`config.mk`:
```
export PLATFORM = sky130hd
export DESIGN_NAME = phy_tport_seq
export DESIGN_NICKNAME = d
export VERILOG_FILES = /design/src/rtl/tport_pkg.sv /design/src/rtl/tport_word_fmt.sv /design/src/rtl/tport_batch_tbl.sv /design/src/rtl/tport_rmw_fsm.sv /design/src/rtl/phy_tport_seq.sv
export SDC_FILE = /design/constraint.sdc
export NUM_CORES = 1
export LEC_CHECK = 0
export ABC_AREA = 1
export BUFFER_PORTS_ARGS = -buffer_cell sky130_fd_sc_hd__buf_2
export CAP_MARGIN = 20
export CORE_MARGIN = 2
export CORE_UTILIZATION = 55
export DETAILED_ROUTE_END_ITERATION = 8
export GPL_ROUTABILITY_DRIVEN = 0
export PLACE_DENSITY_LB_ADDON = 0.15
export SYNTH_ARGS = -nofsm -noshare
export SYNTH_HDL_FRONTEND = slang
export SYNTH_HIERARCHICAL = 1
export SYNTH_SLANG_ARGS = --single-unit
```
`constraint.sdc`:
```
create_clock -name clk -period 3.1 [get_ports clk]
set_clock_uncertainty 0.05 [all_clocks]
set_input_delay 0.465 -clock clk [delete_from_list [all_inputs] [get_ports clk]]
set_output_delay 0.465 -clock clk [all_outputs]
set_load 0.05 [all_outputs]
```
`src/rtl/tport_pkg.sv`:
```
package tport_pkg;
    localparam int DAT_W     = 8;
    localparam int ADR_W     = 5;
    localparam int NUM_ENT   = 4;
    localparam int ENT_W     = $clog2(NUM_ENT);
    localparam int ITEM_W    = ENT_W + 1;
    localparam int NUM_STEPS = 17;
    localparam int STEP_W    = $clog2(NUM_STEPS);

    typedef enum logic [1:0] {
        ST_IDLE,
        ST_ISSUE,
        ST_WAIT
    } seq_st_e;

    typedef struct packed {
        seq_st_e             st;
        logic [STEP_W-1:0]   step;
        logic [ITEM_W-1:0]   item;
        logic                batch;
        logic                dual;
        logic                phy;
        logic [ADR_W-1:0]    adr;
        logic [DAT_W-1:0]    mask;
        logic [DAT_W-1:0]    param;
        logic [DAT_W-1:0]    old;
        logic                done;
    } seq_q_t;
endpackage

```
`src/rtl/tport_word_fmt.sv`:
```
module tport_word_fmt
    import tport_pkg::*;
#(
    parameter int WORD_W     = 32,
    parameter int LANE_SHIFT = 16
) (
    input  logic              phy,
    input  logic [DAT_W-1:0]  dat,
    input  logic [ADR_W-1:0]  adr,
    input  logic              we,
    input  logic [WORD_W-1:0] rword,
    output logic [WORD_W-1:0] word,
    output logic [DAT_W-1:0]  rdat
);
    localparam int CMD_W = DAT_W + ADR_W + 1;

    logic [CMD_W-1:0] cmd;

    always_comb begin
        cmd  = {dat, adr, we};
        word = phy ? (WORD_W'(cmd) << LANE_SHIFT) : WORD_W'(cmd);
        rdat = phy ? rword[LANE_SHIFT +: DAT_W] : rword[DAT_W-1:0];
    end
endmodule

```
`src/rtl/tport_batch_tbl.sv`:
```
module tport_batch_tbl
    import tport_pkg::*;
#(
    parameter logic [NUM_ENT-1:0][ADR_W-1:0] ADR_TBL   = {5'd28, 5'd26, 5'd6, 5'd0},
    parameter logic [NUM_ENT-1:0][DAT_W-1:0] MASK_TBL  = {8'h30, 8'hC0, 8'h1E, 8'h01},
    parameter logic [NUM_ENT-1:0][DAT_W-1:0] PARAM_TBL = {8'h20, 8'h40, 8'h0A, 8'h01}
) (
    input  logic [ENT_W-1:0] idx,
    output logic [ADR_W-1:0] adr,
    output logic [DAT_W-1:0] mask,
    output logic [DAT_W-1:0] param
);
    always_comb begin
        adr   = ADR_TBL[idx];
        mask  = MASK_TBL[idx];
        param = PARAM_TBL[idx];
    end
endmodule

```
`src/rtl/tport_rmw_fsm.sv`:
```
module tport_rmw_fsm
    import tport_pkg::*;
(
    input  logic             clk,
    input  logic             rst_n,
    input  logic             start,
    input  logic             start_batch,
    input  logic             start_dual,
    input  logic             start_phy,
    input  logic [ADR_W-1:0] start_adr,
    input  logic [DAT_W-1:0] start_mask,
    input  logic [DAT_W-1:0] start_param,
    output logic [ENT_W-1:0] tbl_idx,
    input  logic [ADR_W-1:0] tbl_adr,
    input  logic [DAT_W-1:0] tbl_mask,
    input  logic [DAT_W-1:0] tbl_param,
    input  logic             bus_ack,
    input  logic [DAT_W-1:0] rd_dat,
    output logic             cur_phy,
    output logic [ADR_W-1:0] cur_adr,
    output logic [DAT_W-1:0] cur_dat,
    output logic             cur_we,
    output logic             bus_wr,
    output logic             bus_rd,
    output logic             busy,
    output logic             done
);
    localparam logic [STEP_W-1:0] STEP_CAP  = STEP_W'(3);
    localparam logic [STEP_W-1:0] STEP_WE   = STEP_W'(7);
    localparam logic [STEP_W-1:0] STEP_TAIL = STEP_W'(13);
    localparam logic [STEP_W-1:0] STEP_LAST = STEP_W'(NUM_STEPS - 1);

    seq_q_t q, d;

    logic             step_is_wr;
    logic             step_rdcmd;
    logic [DAT_W-1:0] t_mask, t_param, new_val;
    logic [ITEM_W-1:0] last_item;

    always_comb begin
        d      = q;
        d.done = 1'b0;

        t_mask     = q.batch ? tbl_mask  : q.mask;
        t_param    = q.batch ? tbl_param : q.param;
        new_val    = (q.old & ~t_mask) | (t_param & t_mask);
        step_is_wr = (q.step == STEP_W'(0)) || (q.step == STEP_W'(4)) ||
                     (q.step == STEP_WE)    || (q.step == STEP_W'(10)) ||
                     (q.step == STEP_TAIL);
        step_rdcmd = (q.step < STEP_W'(4)) || (q.step >= STEP_TAIL);
        last_item  = q.dual ? ITEM_W'(2*NUM_ENT-1) : ITEM_W'(NUM_ENT-1);

        tbl_idx = q.item[ENT_W-1:0];
        cur_phy = q.batch ? q.item[ITEM_W-1] : q.phy;
        cur_adr = q.batch ? tbl_adr : q.adr;
        cur_dat = step_rdcmd ? DAT_W'(1) : new_val;
        cur_we  = (q.step == STEP_WE);

        case (q.st)
            ST_IDLE: begin
                if (start) begin
                    d.st    = ST_ISSUE;
                    d.step  = '0;
                    d.item  = '0;
                    d.batch = start_batch;
                    d.dual  = start_batch & start_dual;
                    d.phy   = start_phy;
                    d.adr   = start_adr;
                    d.mask  = start_mask;
                    d.param = start_param;
                end
            end
            ST_ISSUE: d.st = ST_WAIT;
            ST_WAIT: begin
                if (bus_ack) begin
                    if (q.step == STEP_CAP) d.old = rd_dat;
                    if (q.step == STEP_LAST) begin
                        d.step = '0;
                        if (q.batch && (q.item != last_item)) begin
                            d.item = q.item + ITEM_W'(1);
                            d.st   = ST_ISSUE;
                        end else begin
                            d.st   = ST_IDLE;
                            d.done = 1'b1;
                        end
                    end else begin
                        d.step = q.step + STEP_W'(1);
                        d.st   = ST_ISSUE;
                    end
                end
            end
            default: d.st = ST_IDLE;
        endcase

        bus_wr = (q.st == ST_ISSUE) &&  step_is_wr;
        bus_rd = (q.st == ST_ISSUE) && !step_is_wr;
        busy   = (q.st != ST_IDLE);
        done   = q.done;
    end

    always_ff @(posedge clk) begin
        if (!rst_n) begin
            q <= '0;
        end else begin
            q <= d;
        end
    end

    // read-after-write tracking for the checks below
    logic [1:0] rd_seen_q;
    logic       wr_open_q;

    always_ff @(posedge clk) begin
        if (!rst_n) begin
            rd_seen_q <= '0;
            wr_open_q <= 1'b0;
        end else if (bus_wr) begin
            rd_seen_q <= '0;
            wr_open_q <= 1'b1;
        end else begin
            if (bus_rd && rd_seen_q != 2'd3) rd_seen_q <= rd_seen_q + 2'd1;
            if (!busy) wr_open_q <= 1'b0;
        end
    end


    settle_reads_chk: assert property (@(posedge clk) disable iff (!rst_n)
        (bus_wr && wr_open_q) |-> (rd_seen_q >= 2'd2));


    tail_reads_chk: assert property (@(posedge clk) disable iff (!rst_n)
        done |-> (rd_seen_q == 2'd3));


    one_cycle_strobe_chk: assert property (@(posedge clk) disable iff (!rst_n)
        (bus_wr || bus_rd) |=> !(bus_wr || bus_rd));


    done_after_ack_chk: assert property (@(posedge clk) disable iff (!rst_n)
        done |-> $past(bus_ack));
endmodule

```
`src/rtl/phy_tport_seq.sv`:
```
module phy_tport_seq
    import tport_pkg::*;
#(
    parameter int WORD_W     = 32,
    parameter int LANE_SHIFT = 16,
    parameter logic [NUM_ENT-1:0][ADR_W-1:0] ADR_TBL   = {5'd28, 5'd26, 5'd6, 5'd0},
    parameter logic [NUM_ENT-1:0][DAT_W-1:0] MASK_TBL  = {8'h30, 8'hC0, 8'h1E, 8'h01},
    parameter logic [NUM_ENT-1:0][DAT_W-1:0] PARAM_TBL = {8'h20, 8'h40, 8'h0A, 8'h01}
) (
    input  logic              clk,
    input  logic              rst_n,
    input  logic              req_valid,
    input  logic              req_batch,
    input  logic              req_dual,
    input  logic              req_phy,
    input  logic [ADR_W-1:0]  req_adr,
    input  logic [DAT_W-1:0]  req_mask,
    input  logic [DAT_W-1:0]  req_param,
    output logic              busy,
    output logic              done,
    output logic              bus_wr,
    output logic              bus_rd,
    output logic [WORD_W-1:0] bus_wdata,
    input  logic [WORD_W-1:0] bus_rdata,
    input  logic              bus_ack
);
    logic [ENT_W-1:0] tbl_idx;
    logic [ADR_W-1:0] tbl_adr, cur_adr;
    logic [DAT_W-1:0] tbl_mask, tbl_param, cur_dat, rd_dat;
    logic             cur_phy, cur_we;

    tport_batch_tbl #(
        .ADR_TBL  (ADR_TBL),
        .MASK_TBL (MASK_TBL),
        .PARAM_TBL(PARAM_TBL)
    ) u_tbl (
        .idx  (tbl_idx),
        .adr  (tbl_adr),
        .mask (tbl_mask),
        .param(tbl_param)
    );

    tport_rmw_fsm u_fsm (
        .clk        (clk),
        .rst_n      (rst_n),
        .start      (req_valid),
        .start_batch(req_batch),
        .start_dual (req_dual),
        .start_phy  (req_phy),
        .start_adr  (req_adr),
        .start_mask (req_mask),
        .start_param(req_param),
        .tbl_idx    (tbl_idx),
        .tbl_adr    (tbl_adr),
        .tbl_mask   (tbl_mask),
        .tbl_param  (tbl_param),
        .bus_ack    (bus_ack),
        .rd_dat     (rd_dat),
        .cur_phy    (cur_phy),
        .cur_adr    (cur_adr),
        .cur_dat    (cur_dat),
        .cur_we     (cur_we),
        .bus_wr     (bus_wr),
        .bus_rd     (bus_rd),
        .busy       (busy),
        .done       (done)
    );

    tport_word_fmt #(
        .WORD_W    (WORD_W),
        .LANE_SHIFT(LANE_SHIFT)
    ) u_fmt (
        .phy  (cur_phy),
        .dat  (cur_dat),
        .adr  (cur_adr),
        .we   (cur_we),
        .rword(bus_rdata),
        .word (bus_wdata),
        .rdat (rd_dat)
    );


    idle_quiet_chk: assert property (@(posedge clk) disable iff (!rst_n)
        !busy |-> !(bus_wr || bus_rd));


    done_on_fall_chk: assert property (@(posedge clk) disable iff (!rst_n)
        $fell(busy) |-> done);


    done_pulse_chk: assert property (@(posedge clk) disable iff (!rst_n)
        done |=> !done);
endmodule

```
==> metrics.json, run 1 <==
{
  "status": {"value": "complete, no violations"},
  "placedCellCount": {"value": 551},
  "stdcell_count": {"value": 559},
  "critPathMaxStageDelay": {"value": 0.41, "unit": "ns"},
  "dpl-instance-area": {"value": 3050, "unit": "µm²"},
  "yosysSeqAreaShare": {"value": 0.303},
  "post_route_cells_drive_above_1_share": {"value": 0.229},
  "cts_setup_buffers": {"value": 0},
  "p_switching": {"value": 0.448, "unit": "mW"},
  "cp_max_fo": {"value": 8},
  "startpoint_type": {"value": "register"},
  "synth.cell_area": {"value": 2840, "unit": "µm²"},
  "multi_input_comb_area": {"value": 1470, "unit": "µm²"},
  "cts.reportedPaths.clkPinSlew": {"value": 0.08, "unit": "ns"},
  "routed_wire_length_per_instance": {"value": 10.7, "unit": "µm"},
  "h-tree-depth": {"value": 2},
  "fillers": {"value": 488},
  "starting_density_of_the_core": {"value": 0.564},
  "totalWireLength": {"value": 5990, "unit": "µm"},
  "power_leakage": {"value": 1.63, "unit": "nW"},
  "die_w": {"value": 75.9, "unit": "µm"},
  "number_of_synthesis_warnings": {"value": 6},
  "ant_nets": {"value": 0},
  "power.density_cell_area": {"value": 443, "unit": "nW/µm²"},
  "drt_iter0_drc": {"value": 132},
  "min-delay-path-class": {"value": "in2reg"},
  "sequential_cell_area": {"value": 861, "unit": "µm²"},
  "slew_violations": {"value": 0},
  "holdBufCountCts": {"value": 0},
  "vdd_ir_drop_max": {"value": 277, "unit": "µV"},
  "metal1_wirelength": {"value": 2670, "unit": "µm"},
  "tritoncts": {"value": "yes"},
  "clock_network_latency_to_the_later_pin_of_the_worst_skew_pair": {"value": 0.30, "unit": "ns"},
  "cp.buffers_inverters": {"value": 3},
  "port_buffer_cells": {"value": 75},
  "post_layout_instance_area": {"value": 3170, "unit": "µm²"},
  "cells_traversed_along_the_worst_timing_path": {"value": "inv_1, ha_1, nand2_1, nand4_2, or2_1, inv_1, nor2_1, buf_2"},
  "area_growth_syn_to_layout": {"value": 11.5, "unit": "%"},
  "reg_power_frac": {"value": 0.435},
  "met3_wirelength": {"value": 240, "unit": "µm"},
  "clock.fmax": {"value": 378, "unit": "MHz"},
  "netlist-cell-type-count": {"value": 30},
  "worstPathRequired": {"value": 2.58, "unit": "ns"},
  "antenna_violations_before_repair": {"value": 0},
  "tritoncts.num_buffers": {"value": 5},
  "dr_wl_met2": {"value": 2980, "unit": "µm"},
  "total_i_o_pin_count": {"value": 96},
  "drt-pass1-iter-count": {"value": 4},
  "postCtsResizedCells": {"value": 0},
  "place_hpwl": {"value": 4370, "unit": "µm"},
  "clkSinkCount": {"value": 43},
  "cp_common_cell": {"value": "inv_1"},
  "hold_violations": {"value": 0},
  "ys_async_sr_fraction": {"value": 0},
  "crit_path_end_kind": {"value": "output port"},
  "synth-seq-cells": {"value": 43},
  "antenna_cells": {"value": 0},
  "cts_root_buffer": {"value": "clkbuf_8"},
  "period_needed": {"value": 2.64, "unit": "ns"},
  "floorplan.core_area": {"value": 5040, "unit": "µm²"},
  "vias_in_the_first_global_route": {"value": 2200},
  "grt_use_total": {"value": 0.218},
  "grt_start_max_net_pins": {"value": 38},
  "max_slew.worst_pin.slew": {"value": 0.577, "unit": "ns"},
  "power.share.switching": {"value": 0.320},
  "worst-setup-path-type": {"value": "reg2out"},
  "cp_data_arrival_time": {"value": 2.13, "unit": "ns"},
  "dr_total_vias": {"value": 2617},
  "setup-violations-final": {"value": 0},
  "finalSetupTns": {"value": 0, "unit": "ns"},
  "drc_violations_left": {"value": 0},
  "synth_edf_count": {"value": 0},
  "ctsLongestPathBuffers": {"value": 2},
  "cap_viol_max_count": {"value": 0},
  "timing.final.crit_share": {"value": 0.852},
  "floorplan.die_area": {"value": 5760, "unit": "µm²"},
  "clockPowerShare": {"value": 0.327},
  "dominantRegCellSynth": {"value": "dfxtp_1"},
  "path_delay_family": {"value": "simple AND/OR/NAND/NOR gates"},
  "hold_slack": {"value": 0.361, "unit": "ns"},
  "cell_count_after_synthesis": {"value": 437},
  "routed_via_density": {"value": 4.68},
  "fp-row-count": {"value": 26},
  "cp_slowest_cell": {"value": "dfxtp_1"},
  "top_layer_used": {"value": "met4"},
  "timing.max_slew.rel_slack": {"value": 0.616},
  "grt_pass1_wl": {"value": 9530, "unit": "µm"},
  "power_frac_comb": {"value": 0.238},
  "unrepaired_setup_endpoints_after_global_routing": {"value": "false"},
  "num-nets-final": {"value": 557},
  "grt.overflow.total": {"value": 0},
  "fp.dieH": {"value": 75.9, "unit": "µm"},
  "power.internal": {"value": 0.954, "unit": "mW"},
  "synth_area_per_cell": {"value": 6.50, "unit": "µm²"}
}
-- synth_stat cells, types with 6 or more instances --
| library cell | n | area share |
|---|---|---|
| nand2_1 | 98 | 0.13 |
| nor2_1 | 80 | 0.11 |
| inv_1 | 55 | 0.073 |
| dfxtp_1 | 43 | 0.30 |
| o21ai_0 | 31 | 0.055 |
| buf_4 | 27 | 0.071 |
| a21oi_1 | 17 | 0.030 |
| mux2i_1 | 16 | 0.056 |
| inv_2 | 10 | 0.013 |
| ha_1 | 9 | 0.040 |
| nand3_1 | 8 | 0.014 |
| buf_6 | 6 | 0.024 |
-- per-layer routing --
metal,vias to the layer above,track usage
met5,-,0
met4,0,0.0741
met3,10,0.0503
met2,53,0.387
met1,1152,0.256
li1,1402,-
-- cell usage in the layout, fill, tap and decap left out, types with 2 or more instances in the layout --
cell,count
nand2_2,5
buf_4,2
ha_1,9
dfxtp_1,43
nand2_1,98
nor2_2,4
nand2_4,2
buf_2,75
nand3_1,8
mux2i_1,16
inv_1,55
clkbuf_8,6
a21oi_1,17
nor2_1,80
conb_1,8
or2_2,2
inv_2,10
o21ai_1,2
o21ai_0,30
nor3_1,5
-- final timing paths --
check | depth (start not counted) | start | end | slack (ns)
hold reg to reg | 2 | u_fsm/q[2]$_SDFFE_PN0P_ | u_fsm/q[2]$_SDFFE_PN0P_ | 0.41
setup reg to reg | 9 | u_fsm/q[32]$_SDFFE_PN0P_ | u_fsm/q[8]$_SDFFE_PN0P_ | 1.37
hold / removal | 3 | req_adr[0] | u_fsm/q[25]$_SDFFE_PN0P_ | 0.36
setup / recovery | 8 | u_fsm/q[37]$_SDFFE_PN0P_ | bus_wdata[6] | 0.46
-- stage by stage --
step,power (mW),setup slack [ns],utilization
2_1_floorplan,0.925,0.637,-
3_3_place_gp,0.952,0.891,0.605
3_5_place_dp,0.958,0.812,0.605
4_1_cts,1.41,0.452,0.628
5_1_grt,1.49,0.262,0.628
6_report,1.40,0.458,0.628
-- registers in the layout, indices dropped and copies added, names as in the netlist --
| name | count |
|---|---|
| u_fsm/tbl_idx | 2 |
| u_fsm/done | 1 |
| u_fsm/q | 40 |
-- final cells by class --
type,count,area share
Clock inverter,2,0.0111
Tap cell,70,0.0276
Multi-Input combinational cell,296,0.463
Sequential cell,43,0.272
Clock buffer,6,0.0261
Inverter,65,0.0770
Timing Repair Buffer,77,0.123
-- power groups by stage --
stage	Sequential [mW]	Clock, mW	Combinational [mW]
finish	0.611	0.458	0.333
global route	0.615	0.497	0.374
CTS	0.611	0.469	0.335
detailed placement	0.624	0	0.334
global placement	0.623	0	0.329
floorplan	0.615	0	0.310
-- worst reg2reg max path: stages (launching register included) --
cell,delay (ns)
dfxtp_1,0.32
inv_2,0.22
nand2_1,0.11
o21ai_2,0.06
buf_4,0.34
inv_2,0.16
nand2_1,0.09
nand2_1,0.05
o21ai_0,0.15
a21oi_1,0.06
-- cells by family (layout without fill, tap and decap cells) --
kind of cell / after synthesis / count (layout) / synth area share
xor gates and xnor gates: 1 / 1 / 0.00308
buffers and inverters: 104 / 150 / 0.190
DFF: 43 / 43 / 0.303
and+or+nand+nor: 209 / 209 / 0.310
muxes: 16 / 16 / 0.0564
adders and majority gates: 9 / 9 / 0.0396
AOI/OAI and AO/OA: 53 / 53 / 0.0956
other: 2 / 8 / 0.00264
No activity file was read; power rests on OpenSTA's default activity.
==> run 2, diff against run 1 <==
Settings changed: CORE_ASPECT_RATIO set to 0.7.
==> run 2 against run 1 <==
Via count down 0.61%. Flip-flop and latch count unchanged. Final cell count is 0.36% lower. Sequential power about the same. Hold slack better by 0.015 ns. Critical endpoint is now bus_wdata[29].
==> metrics.json, run 2 (synthesized netlist as in run 1, its figures left out) <==
{
  "status": {"value": "complete, no violations", "change": "unchanged"},
  "dpl-instance-area": {"value": 3050, "unit": "µm²", "change": "about the same"},
  "num-nets-final": {"value": 557, "change": "unchanged"},
  "grt_use_total": {"value": 0.217, "change": "was 0.218"},
  "fp-row-count": {"value": 21, "change": "was 26"},
  "power_leakage": {"value": 1.62, "unit": "nW", "change": "was 1.63 nW"},
  "post_route_cells_drive_above_1_share": {"value": 0.225, "change": "was 0.229"},
  "h-tree-depth": {"value": 2, "change": "unchanged"},
  "worstPathRequired": {"value": 2.58, "unit": "ns", "change": "about the same"},
  "hold_slack": {"value": 0.376, "unit": "ns", "change": "was 0.361 ns"},
  "period_needed": {"value": 2.57, "unit": "ns", "change": "was 2.64 ns"},
  "worst-setup-path-type": {"value": "reg2out", "change": "unchanged"},
  "clkSinkCount": {"value": 43, "change": "unchanged"},
  "power.density_cell_area": {"value": 433, "unit": "nW/µm²", "change": "was 443 nW/µm²"},
  "starting_density_of_the_core": {"value": 0.581, "change": "was 0.564"},
  "ant_nets": {"value": 0, "change": "unchanged"},
  "cts_setup_buffers": {"value": 0, "change": "unchanged"},
  "hold_violations": {"value": 0, "change": "unchanged"},
  "largest_register_ffs": {"value": 40, "change": "unchanged"},
  "timing.max_slew.rel_slack": {"value": 0.631, "change": "was 0.616"},
  "port_buffer_cells": {"value": 75, "change": "unchanged"},
  "setup-violations-final": {"value": 0, "change": "unchanged"},
  "drt_iter0_drc": {"value": 146, "change": "was 132"},
  "totalWireLength": {"value": 6030, "unit": "µm", "change": "was 5990 µm"},
  "area_growth_syn_to_layout": {"value": 10.9, "unit": "%", "change": "was 11.5%"},
  "vdd_ir_drop_max": {"value": 269, "unit": "µV", "change": "was 277 µV"},
  "timing.final.crit_share": {"value": 0.828, "change": "was 0.852"},
  "final_common_cell": {"value": "nand2_1", "change": "unchanged"},
  "place_hpwl": {"value": 4410, "unit": "µm", "change": "was 4370 µm"},
  "routed_wire_length_per_instance": {"value": 10.8, "unit": "µm", "change": "was 10.7 µm"},
  "slew_violations": {"value": 0, "change": "unchanged"},
  "post_layout_instance_area": {"value": 3150, "unit": "µm²", "change": "was 3170 µm²"},
  "drt-pass1-iter-count": {"value": 4, "change": "unchanged"},
  "die_w": {"value": 89.9, "unit": "µm", "change": "was 75.9 µm"},
  "unrepaired_setup_endpoints_after_global_routing": {"value": "false", "change": "unchanged"},
  "cp_max_fo": {"value": 8, "change": "unchanged"},
  "tritoncts.num_buffers": {"value": 5, "change": "unchanged"},
  "holdBufCountCts": {"value": 0, "change": "unchanged"},
  "grt.overflow.total": {"value": 0, "change": "unchanged"},
  "finalSetupTns": {"value": 0, "unit": "ns", "change": "unchanged"},
  "dr_total_vias": {"value": 2601, "change": "was 2,617"},
  "grt_pass1_wl": {"value": 10400, "unit": "µm", "change": "was 9530 µm"},
  "total_i_o_pin_count": {"value": 96, "change": "unchanged"},
  "cap_viol_max_count": {"value": 0, "change": "unchanged"},
  "mostFrequentLayoutCells": {"value": "98 x nand2_1, 80 x nor2_1, 75 x buf_2, 55 x inv_1, 43 x dfxtp_1", "change": "unchanged"},
  "fp.dieH": {"value": 64.1, "unit": "µm", "change": "was 75.9 µm"},
  "routed_via_density": {"value": 4.67, "change": "was 4.68"},
  "clock_network_latency_to_the_later_pin_of_the_worst_skew_pair": {"value": 0.29, "unit": "ns", "change": "was 0.30 ns"},
  "cp_data_arrival_time": {"value": 2.05, "unit": "ns", "change": "was 2.13 ns"},
  "clock.fmax": {"value": 390, "unit": "MHz", "change": "was 378 MHz"},
  "cts_root_buffer": {"value": "clkbuf_8", "change": "unchanged"},
  "total_power": {"value": 1.37, "unit": "mW", "change": "was 1.40 mW"},
  "drc_violations_left": {"value": 0, "change": "unchanged"},
  "floorplan.die_area": {"value": 5770, "unit": "µm²", "change": "was 5760 µm²"},
  "grt_start_max_net_pins": {"value": 38, "change": "unchanged"},
  "tritoncts": {"value": "yes", "change": "unchanged"},
  "min-delay-path-class": {"value": "in2reg", "change": "unchanged"},
  "startpoint_type": {"value": "register", "change": "unchanged"},
  "layout_utilization": {"value": 0.645, "change": "was 0.628"},
  "vias_in_the_first_global_route": {"value": 2405, "change": "was 2,200"},
  "max_slew.worst_pin.slew": {"value": 0.553, "unit": "ns", "change": "was 0.577 ns"},
  "cts.reportedPaths.clkPinSlew": {"value": 0.08, "unit": "ns", "change": "about the same"},
  "antenna_cells": {"value": 0, "change": "unchanged"},
  "postCtsResizedCells": {"value": 0, "change": "unchanged"},
  "registers.top_by_ff_count": {"value": "u_fsm/q", "change": "unchanged"},
  "antenna_violations_before_repair": {"value": 0, "change": "unchanged"},
  "floorplan.core_area": {"value": 4890, "unit": "µm²", "change": "was 5040 µm²"},
  "crit_path_end_kind": {"value": "output port", "change": "unchanged"},
  "ctsLongestPathBuffers": {"value": 2, "change": "unchanged"}
}
run 2: final timing paths:
check | from | slack [ns] | cells after the start | to
worst max-delay path | u_fsm/tbl_idx[0]$_SDFFE_PN0P_ | 0.53 | 10 | bus_wdata[29]
worst min-delay path | req_phy | 0.38 | 3 | u_fsm/q[30]$_SDFFE_PN0P_
worst max register to register | u_fsm/q[32]$_SDFFE_PN0P_ | 1.35 | 9 | u_fsm/q[2]$_SDFFE_PN0P_
worst min register to register | u_fsm/q[3]$_SDFFE_PN0P_ | 0.43 | 2 | u_fsm/q[3]$_SDFFE_PN0P_
run 2: stage by stage:
| step | setup slack (ns) | std cells |
|---|---|---|
| after floorplan | 0.637 | 443 |
| after global placement | 0.892 | 550 |
| after detailed placement | 0.835 | 550 |
| after CTS | 0.519 | 557 |
| after global routing | 0.309 | 557 |
| final | 0.534 | 557 |
run 2: cell type report:
cell class / count / area, µm²
repair buffers: 77 / 390
clock buffers: 6 / 72.6
multi-input cells: 296 / 1470
flip-flops and latches: 43 / 861
clock inverters: 1 / 30.0
fillers: 474 / 1740
inverters: 65 / 244
well taps: 69 / 86.3
run 2: power breakdown:
| group | total [mW] | switching, mW | internal (mW) |
|---|---|---|---|
| clock | 0.418 | 0.182 | 0.236 |
| sequential | 0.612 | 0.0249 | 0.587 |
| combinational | 0.336 | 0.229 | 0.106 |
| total | 1.37 | 0.436 | 0.930 |
run 2: worst max-delay path, cell delays in order (launching register included):
cell and delay (ns):
dfxtp_1 0.51, inv_1 0.12, ha_1 0.25, nand2_1 0.08
nand2_1 0.06, mux2i_1 0.16, inv_1 0.06, nor2_1 0.13
nand2_1 0.08, inv_1 0.06, buf_2 0.25
run 2: per-layer routing:
metal | part of all wire | global-route usage
met1 | 0.49 | 0.281
met5 | 0 | 0
met3 | 0.067 | 0.0413
met2 | 0.44 | 0.383
met4 | 0.0036 | 0.0462
==> run 3, diff against run 2 <==
Settings changed: CORE_UTILIZATION 55 to 51.
Clock period 3.1 ns to 2.55 ns, I/O delays scaled along.
==> run 3 against run 2 <==
Critical path depth fell by 2. Global-route usage fell by 1.7 points. Worst setup slack got worse by 0.37 ns. Utilization fell by 4.5 points. Count of clock-buffer cells in the layout did not move. Power rose by 22%. Critical endpoint is now bus_wdata[22].
==> metrics.json, run 3 (synthesized netlist as in run 1, its figures left out) <==
{
  "depth_of_the_worst_register_to_register_path": {"value": 8, "change": "was 9"},
  "rrSetupSlack": {"value": 0.77, "unit": "ns", "change": "was 1.35 ns"},
  "layout_utilization": {"value": 0.600, "change": "was 0.645"},
  "critPathMaxStageDelay": {"value": 0.39, "unit": "ns", "change": "was 0.51 ns"},
  "min-delay-path-class": {"value": "in2reg", "change": "unchanged"},
  "num-nets-final": {"value": 559, "change": "was 557"},
  "clkSinkCount": {"value": 43, "change": "unchanged"},
  "crit_path_end_kind": {"value": "output port", "change": "unchanged"},
  "vias_in_the_first_global_route": {"value": 2231, "change": "was 2,405"},
  "registers.top_by_ff_count": {"value": "u_fsm/q", "change": "unchanged"},
  "worstPathRequired": {"value": 2.12, "unit": "ns", "change": "was 2.58 ns"},
  "cts.reportedPaths.clkPinSlew": {"value": 0.08, "unit": "ns", "change": "about the same"},
  "grt_pass1_wl": {"value": 9850, "unit": "µm", "change": "was 10,400 µm"},
  "unrepaired_setup_endpoints_after_global_routing": {"value": "false", "change": "unchanged"},
  "post_layout_instance_area": {"value": 3190, "unit": "µm²", "change": "was 3150 µm²"},
  "dr_total_vias": {"value": 2621, "change": "was 2,601"},
  "mostFrequentLayoutCells": {"value": "98 x nand2_1, 78 x nor2_1, 75 x buf_2, 55 x inv_1, 41 x dfxtp_1", "change": "was 98 x nand2_1, 80 x nor2_1, 75 x buf_2, 55 x inv_1, 43 x dfxtp_1"},
  "hold_violations": {"value": 0, "change": "unchanged"},
  "max_slew.worst_pin.slew": {"value": 0.541, "unit": "ns", "change": "was 0.553 ns"},
  "totalWireLength": {"value": 6080, "unit": "µm", "change": "was 6030 µm"},
  "antenna_cells": {"value": 0, "change": "unchanged"},
  "slew_violations": {"value": 0, "change": "unchanged"},
  "routed_wire_length_per_instance": {"value": 10.8, "unit": "µm", "change": "about the same"},
  "clock_network_latency_to_the_later_pin_of_the_worst_skew_pair": {"value": 0.29, "unit": "ns", "change": "about the same"},
  "status": {"value": "complete, no violations", "change": "unchanged"},
  "cp_data_arrival_time": {"value": 1.95, "unit": "ns", "change": "was 2.05 ns"},
  "setup-violations-final": {"value": 0, "change": "unchanged"},
  "cap_viol_max_count": {"value": 0, "change": "unchanged"},
  "timing.max_slew.rel_slack": {"value": 0.639, "change": "was 0.631"},
  "cp_slowest_cell": {"value": "dfxtp_1", "change": "unchanged"},
  "worst-setup-path-type": {"value": "reg2out", "change": "unchanged"},
  "worst_hold_startpoint": {"value": "req_mask[2]", "change": "was req_phy"},
  "drt-pass1-iter-count": {"value": 5, "change": "was 4"},
  "drc_violations_left": {"value": 0, "change": "unchanged"},
  "vdd_ir_drop_max": {"value": 259, "unit": "µV", "change": "was 269 µV"},
  "tritoncts": {"value": "yes", "change": "unchanged"},
  "antenna_violations_before_repair": {"value": 0, "change": "unchanged"},
  "floorplan.die_area": {"value": 6190, "unit": "µm²", "change": "was 5770 µm²"},
  "final_common_cell": {"value": "nand2_1", "change": "unchanged"},
  "power_leakage": {"value": 1.63, "unit": "nW", "change": "was 1.62 nW"},
  "ctsLongestPathBuffers": {"value": 2, "change": "unchanged"},
  "routed_via_density": {"value": 4.66, "change": "was 4.67"},
  "largest_register_ffs": {"value": 40, "change": "unchanged"},
  "startpoint_type": {"value": "register", "change": "unchanged"},
  "fp-row-count": {"value": 22, "change": "was 21"},
  "cp_max_fo": {"value": 8, "change": "unchanged"},
  "fillers": {"value": 520, "change": "was 474"},
  "clock.fmax": {"value": 420, "unit": "MHz"},
  "ant_nets": {"value": 0, "change": "unchanged"},
  "post_route_cells_drive_above_1_share": {"value": 0.237, "change": "was 0.225"},
  "period_needed": {"value": 2.38, "unit": "ns"},
  "area_growth_syn_to_layout": {"value": 12.2, "unit": "%", "change": "was 10.9%"},
  "fp.dieH": {"value": 66.5, "unit": "µm", "change": "was 64.1 µm"},
  "place_hpwl": {"value": 4590, "unit": "µm", "change": "was 4410 µm"},
  "port_buffer_cells": {"value": 75, "change": "unchanged"},
  "grt.overflow.total": {"value": 0, "change": "unchanged"},
  "cells_traversed_along_the_worst_timing_path": {"value": "inv_1, ha_1, nand2_1, nand4_4, or2_1, nand2_1, inv_1, buf_2", "change": "was inv_1, ha_1, nand2_1, nand2_1, mux2i_1, inv_1, nor2_1, nand2_1, inv_1, buf_2"},
  "cts_setup_buffers": {"value": 0, "change": "unchanged"},
  "drt_iter0_drc": {"value": 94, "change": "was 146"},
  "r2r_start": {"value": "u_fsm/q[32]$_SDFFE_PN0P_", "change": "unchanged"},
  "grt_use_total": {"value": 0.200, "change": "was 0.217"},
  "floorplan.core_area": {"value": 5310, "unit": "µm²", "change": "was 4890 µm²"},
  "min_delay_worst_endpoint": {"value": "u_fsm/q[19]$_SDFFE_PN0P_", "change": "was u_fsm/q[30]$_SDFFE_PN0P_"},
  "power.density_cell_area": {"value": 521, "unit": "nW/µm²", "change": "was 433 nW/µm²"},
  "holdBufCountCts": {"value": 0, "change": "unchanged"},
  "timing.final.crit_share": {"value": 0.934},
  "die_w": {"value": 93.2, "unit": "µm", "change": "was 89.9 µm"},
  "starting_density_of_the_core": {"value": 0.535, "change": "was 0.581"},
  "worst_r2r_endpoint": {"value": "u_fsm/q[2]$_SDFFE_PN0P_", "change": "unchanged"},
  "cts_root_buffer": {"value": "clkbuf_8", "change": "unchanged"},
  "holdPathStages": {"value": 3, "change": "unchanged"},
  "total_i_o_pin_count": {"value": 96, "change": "unchanged"},
  "dpl-instance-area": {"value": 3070, "unit": "µm²", "change": "was 3050 µm²"},
  "tritoncts.num_buffers": {"value": 5, "change": "unchanged"},
  "grt_start_max_net_pins": {"value": 37, "change": "was 38"},
  "finalSetupTns": {"value": 0, "unit": "ns", "change": "unchanged"},
  "h-tree-depth": {"value": 2, "change": "unchanged"}
}
run 3: changes by cell type in the layout (fill, tap and decap cells not counted), sizes merged:
cell / before / now
buf: 77 / 79
run 3: through the flow:
| step | hold slack (ns) | power (mW) | setup WS (ns) | cells |
|---|---|---|---|---|
| 2_1_floorplan | 0.378 | 1.12 | 0.169 | 443 |
| 3_3_place_gp | 0.395 | 1.16 | 0.411 | 555 |
| 3_5_place_dp | 0.399 | 1.17 | 0.357 | 555 |
| 4_1_cts | 0.282 | 1.67 | 0.0324 | 562 |
| 5_1_grt | 0.296 | 1.77 | 0.00526 | 562 |
| 6_report | 0.286 | 1.66 | 0.169 | 562 |
run 3: how the worst max path moves through the flow:
stage | start | endpoint | slack (ns) | cells past startpoint
3_3_place_gp | u_fsm/q[37]$_SDFFE_PN0P_ | bus_wdata[22] | 0.41 | 8
2_1_floorplan | u_fsm/tbl_idx[1]$_SDFFE_PN0P_ | bus_wdata[8] | 0.17 | 11
5_1_grt | u_fsm/tbl_idx[0]$_SDFFE_PN0P_ | bus_wdata[13] | 0.005 | 10
6_report | u_fsm/q[37]$_SDFFE_PN0P_ | bus_wdata[22] | 0.17 | 8
4_1_cts | u_fsm/tbl_idx[0]$_SDFFE_PN0P_ | bus_wdata[12] | 0.03 | 10
3_5_place_dp | u_fsm/tbl_idx[0]$_SDFFE_PN0P_ | bus_wdata[12] | 0.36 | 10
run 3: critical path: cells and delay by family (launching register included):
family | cells | cell delay (ns)
simple gates | 4 | 0.75
flops | 1 | 0.39
buf+inv | 3 | 0.33
fa+ha+maj | 1 | 0.19
run 3: layer usage:
metal / wire length (µm) / vias to the layer above / share of wire / GRT usage
met5: 0 / - / 0 / 0
met4: 36 / 0 / 0.0059 / 0.0515
met3: 373 / 4 / 0.061 / 0.0385
met2: 2700 / 74 / 0.44 / 0.333
met1: 2970 / 1141 / 0.49 / 0.269
li1: - / 1402 / - / -
run 3: layout make-up:
type / count / area, µm² / share of cell area
well taps: 72 / 90.1 / 0.0283
flip-flops and latches: 43 / 863 / 0.271
clock buffers: 6 / 72.6 / 0.0228
inverters: 65 / 244 / 0.0766
clock inverters: 1 / 30.0 / 0.00942
multi-input cells: 296 / 1480 / 0.465
repair buffers: 79 / 405 / 0.127
run 3: what timing repair did:
action,in CTS,in global routing
hold endpoints to repair,0,0
endpoints found under the setup margin,0,15
gates resized for setup,0,5
run 3: report_power, final:
| group | leakage (nW) | switching (mW) | internal, mW |
|---|---|---|---|
| clock network | 0.0513 | 0.219 | 0.287 |
| registers | 0.353 | 0.0311 | 0.715 |
| logic | 1.23 | 0.276 | 0.133 |
